`src/rtl/rgb_dim_pwm.sv`:
```
module rgb_dim_pwm #(
  parameter int COLOR_W  = 8,
  parameter int BRIGHT_W = 5,
  parameter int DIV      = 10
) (
  input  logic                clk,
  input  logic                rst_n,
  input  logic [COLOR_W-1:0]  red_i,
  input  logic [COLOR_W-1:0]  grn_i,
  input  logic [COLOR_W-1:0]  blu_i,
  input  logic [BRIGHT_W-1:0] bright_i,
  output logic [2:0]          drive_o
);

  localparam int PW = (DIV > 1) ? $clog2(DIV) : 1;
  localparam logic [PW-1:0]       PRE_LAST = PW'(DIV - 1);
  localparam logic [COLOR_W-1:0]  CNT_LAST = '1;
  localparam logic [BRIGHT_W-1:0] BRI_FULL = '1;

  logic [PW-1:0]             pre;
  logic [COLOR_W-1:0]        cnt;
  logic [BRIGHT_W-1:0]       slot;
  logic [BRIGHT_W-1:0]       bri_q;
  logic [2:0][COLOR_W-1:0]   col_q;
  logic                      tick, col_end, bri_end, gate;

  assign tick    = (pre == PRE_LAST);
  assign col_end = tick && (cnt == CNT_LAST);
  assign bri_end = col_end && (slot == BRI_FULL);
  assign gate    = (bri_q == BRI_FULL) || (slot < bri_q);

  always_ff @(posedge clk or negedge rst_n) begin
    if (!rst_n) begin
      pre   <= '0;
      cnt   <= '0;
      slot  <= '0;
      bri_q <= '0;
      col_q <= '0;
    end else begin
      pre <= tick ? '0 : pre + 1'b1;
      if (tick) cnt <= cnt + 1'b1;
      if (col_end) begin
        slot  <= slot + 1'b1;
        col_q <= {blu_i, grn_i, red_i};
      end
      if (bri_end) bri_q <= bright_i;
    end
  end

  for (genvar i = 0; i < 3; i++) begin : g_ch
    assign drive_o[i] = gate && (cnt < col_q[i]);
  end

endmodule

```
`config.mk`:
```
export PLATFORM = sky130hd
export DESIGN_NAME = rgb_dim_pwm
export DESIGN_NICKNAME = d
export VERILOG_FILES = /design/src/rtl/rgb_dim_pwm.sv
export SDC_FILE = /design/constraint.sdc
export NUM_CORES = 1
export LEC_CHECK = 0
export ABC_AREA = 1
export BUFFER_PORTS_ARGS = -buffer_cell sky130_fd_sc_hd__clkbuf_2
export CELL_PAD_IN_SITES_DETAIL_PLACEMENT = 0
export CELL_PAD_IN_SITES_GLOBAL_PLACEMENT = 2
export CORE_MARGIN = 3
export CORE_UTILIZATION = 30
export CTS_CLUSTER_DIAMETER = 120
export DETAILED_ROUTE_END_ITERATION = 12
export PLACE_DENSITY_LB_ADDON = 0.3
export RECOVER_POWER = 25
export SYNTH_ARGS = -nofsm -noshare
export SYNTH_HDL_FRONTEND = slang
export SYNTH_SLANG_ARGS = --single-unit
```
`constraint.sdc`:
```
create_clock -name clk -period 1.45 [get_ports clk]
set_input_delay 0.145 -clock clk [delete_from_list [all_inputs] [get_ports clk]]
set_output_delay 0.145 -clock clk [all_outputs]
set_load 0.02 [all_outputs]
```
==> impl_metrics.tcl <==
set metrics [dict create \
    core_area_um2 8300 \
    start_util 0.313 \
    worst_setup_path_start_kind "register" \
    synth_flop_cell "dfrtp_1" \
    cpMaxStageDelayCell "dfrtp_1" \
    ff2ff_setup_slack_ns -0.15 \
    n_antenna_cell 0 \
    path_cells "ha_1 -> a21oi_1 -> a21oi_1 -> nor2_4 -> buf_8" \
    syn_to_final_growth_pct 44.9 \
    max_stage_delay_ns 0.45 \
    yosysTopAreaCell "dfrtp_1" \
    status "finished with violations" \
    crit_type "register to output pin" \
    cp_common_cell "a21oi_1" \
    place_hpwl_mm 4.13 \
    grt_pass1_vias 2263 \
    period_share 1.28 \
    synthTopCellsByCount "nand2_1 (106), dfrtp_1 (46), inv_1 (46), ha_1 (28), o21ai_0 (20)" \
    via_per_inst 4.44 \
    cp_data_arrival_time_ns 1.71 \
    die_w_um 99.1 \
    violations "setup timing" \
    finalHoldViolCount 0 \
    cts_tree "done" \
    power_density_nw_per_um2 566 \
    synth_edf_count 0 \
    first_pass_iters 4 \
    cts.sinks 46 \
    cp.depth 5 \
    finalSetupViolations 37 \
    slew_headroom 0.329 \
    ys_types 24 \
    rr_worst_depth 10 \
    ir_worst_vdd_v 0.000308 \
    cts.clk_slew.worst_paths_ns 0.09 \
    reg2reg_from "cnt[3]$_DFFE_PN0N_" \
    final_cells 486 \
    cpLargestDelayFamily "flip-flops" \
    r2r_end "col_q[1]$_DFFE_PN0P_" \
    ys_top_cells_by_area "dfrtp_1 (44%), nand2_1 (15%), ha_1 (13%), inv_1 (6.6%), o21ai_0 (3.8%)" \
    setup_slack_ns -0.404 \
    netlist.area_leader.share 0.443 \
    ios 34 \
    ys_ff_latch 46 \
    grt_max_degree 31 \
    antenna_found_initial 0 \
    insertion_delay_ns 0.30 \
    fin_nets 440 \
    crit_buf_inv 1 \
    die_area_um2 9820 \
    vias 2156 \
    yosys_warnings 0 \
    rsz0062_at_grt "yes" \
    fin_worst_skew_ns 0.0126 \
    routed_wl_mm 6.29 \
    antenna_left 0 \
    slew_viol_final 0 \
    cts_buffers 5 \
    hp-class "input pin to register" \
    route.detailed.drc 0 \
    clockBufferDepth 2 \
    placed_cells 462 \
    post-route-min-period_ns 1.85 \
    gp_congestion 0.740 \
    crit_fanout 4 \
    grt_pass1_wl_mm 10.6 \
    fp-row-count 33 \
    synth_area_um2 2600 \
    drt_iter0_markers 43 \
    grtUsageTotal 0.134 \
    cts-root-buf "clkbuf_8" \
    grt_overflow 0 \
    critical_path.startpoint "cnt[3]$_DFFE_PN0N_" \
    max_slew.worst_pin.slew_ns 1.01 \
    avgSynthCellArea_um2 8.39 \
    synth_most_common_cell "nand2_1" \
    cp.required_ns 1.31 \
    max_freq_mhz 539 \
    power_leakage_nw 1.95 \
    hold_ws_ns 0.0411 \
    drive_gt1_frac 0.430 \
    cp-endpoint "drive_o[1]" \
    fillCellCount 837 \
    max_cap_viol_count 0 \
    synthesis.nets 369 \
    synthCells 310 \
    die_h_um 99.1 \
    critPathCaptureType "output pin" \
    wl_per_cell_um 12.9 \
    htree_levels 2 \
    port-buffer-count 33 \
    total_power_w 0.00213 \
    ys_seq_area_frac 0.443 \
    postSynth.asyncResetShare 1.00 \
]
## repair_timing
item	CTS	global route
hold buffers	1	0
hold endpoints to repair	16	0
endpoints found under the setup margin	36	40
pin swaps	7	13
gates resized for setup	83	55
buffers inserted	8	6
gates cloned	4	0
## where the power goes
part	leakage (nW)	switching, W	internal (W)
Combinational	1.44	0.0000458	0.0000354
Sequential	0.472	0	0.00128
Clock	0.0383	0.000437	0.000334
## worst min path at each step
stage                                 end  depth (start not counted)  slack (ns)        start
floorplan            bri_q[0]$_DFFE_PN0P_                          0       -0.15        rst_n
global placement    col_q[11]$_DFFE_PN0P_                          1        0.12        rst_n
detailed placement  col_q[19]$_DFFE_PN0P_                          1        0.13        rst_n
CTS                  bri_q[3]$_DFFE_PN0P_                          3        0.03  bright_i[3]
global route         bri_q[1]$_DFFE_PN0P_                          3        0.03  bright_i[1]
finish               bri_q[3]$_DFFE_PN0P_                          3        0.04  bright_i[3]
## per-stage QoR
step                cell area (um^2)   util  setup TNS (ns)  setup slack [ns]
finish                          3770  0.454           -4.74            -0.404
global route                    3770  0.454           -8.15            -0.485
global placement                3020  0.364           -1.42            -0.159
CTS                             3480  0.419           -5.93            -0.432
detailed placement              3020  0.364           -2.93            -0.143
floorplan                       2610      -               0            0.0511
## sequential cells by signal, summed over array words and instances (netlist names)
signal	count
col_q	24
cnt	8
bri_q	5
slot	5
pre	4
## cells by family (layout without fill, tap and decap cells)
| family | Yosys count | after routing | share of synthesized area |
|---|---|---|---|
| adders and majority gates | 28 | 28 | 0.135 |
| AOI/OAI and AO/OA | 43 | 43 | 0.0866 |
| DFF | 46 | 46 | 0.443 |
| buffers and inverters | 52 | 123 | 0.0881 |
| xor gates and xnor gates | 7 | 7 | 0.0265 |
| and+or+nand+nor | 134 | 134 | 0.221 |
## worst reg2reg max path: stages, from the launching register on
cell	delay (ns)
dfrtp_1	0.44
buf_6	0.13
buf_6	0.10
nand2_4	0.05
nor2_4	0.15
nand2_4	0.08
nor2_8	0.13
buf_12	0.17
buf_12	0.14
nand2_1	0.06
o21ai_1	0.06
## routing by layer
metal  wire (um)  vias to the layer above  share of wire  GRT usage
met3         201                        9          0.032     0.0245
met5           0                        -              0          0
li1            -                     1122              -          -
met2        3070                       35           0.49      0.223
met1        2900                      990           0.46      0.178
met4         110                        0          0.018     0.0389
## final cells by class
type | count | area, um^2 | share of cell area
Tap cell | 105 | 131 | 0.0349
Sequential cell | 46 | 1150 | 0.306
Inverter | 47 | 186 | 0.0495
Multi-Input combinational cell | 212 | 1600 | 0.425
Clock buffer | 7 | 76.3 | 0.0203
Timing Repair Buffer | 69 | 618 | 0.164
## cells in the final DEF (no fill, tap or decap), drive strengths merged
cell and instances:
buf 37, clkbuf 38, o21ai 23, ha 28, xnor2 3, nor3 2, inv 47, a21oi 16
nand4 4, dfrtp 46, xor2 4, dlygate4sd3 1, nand3 7, o21a 4, nand2 108, nor2 13
No activity file was read; power rests on OpenSTA's default activity.
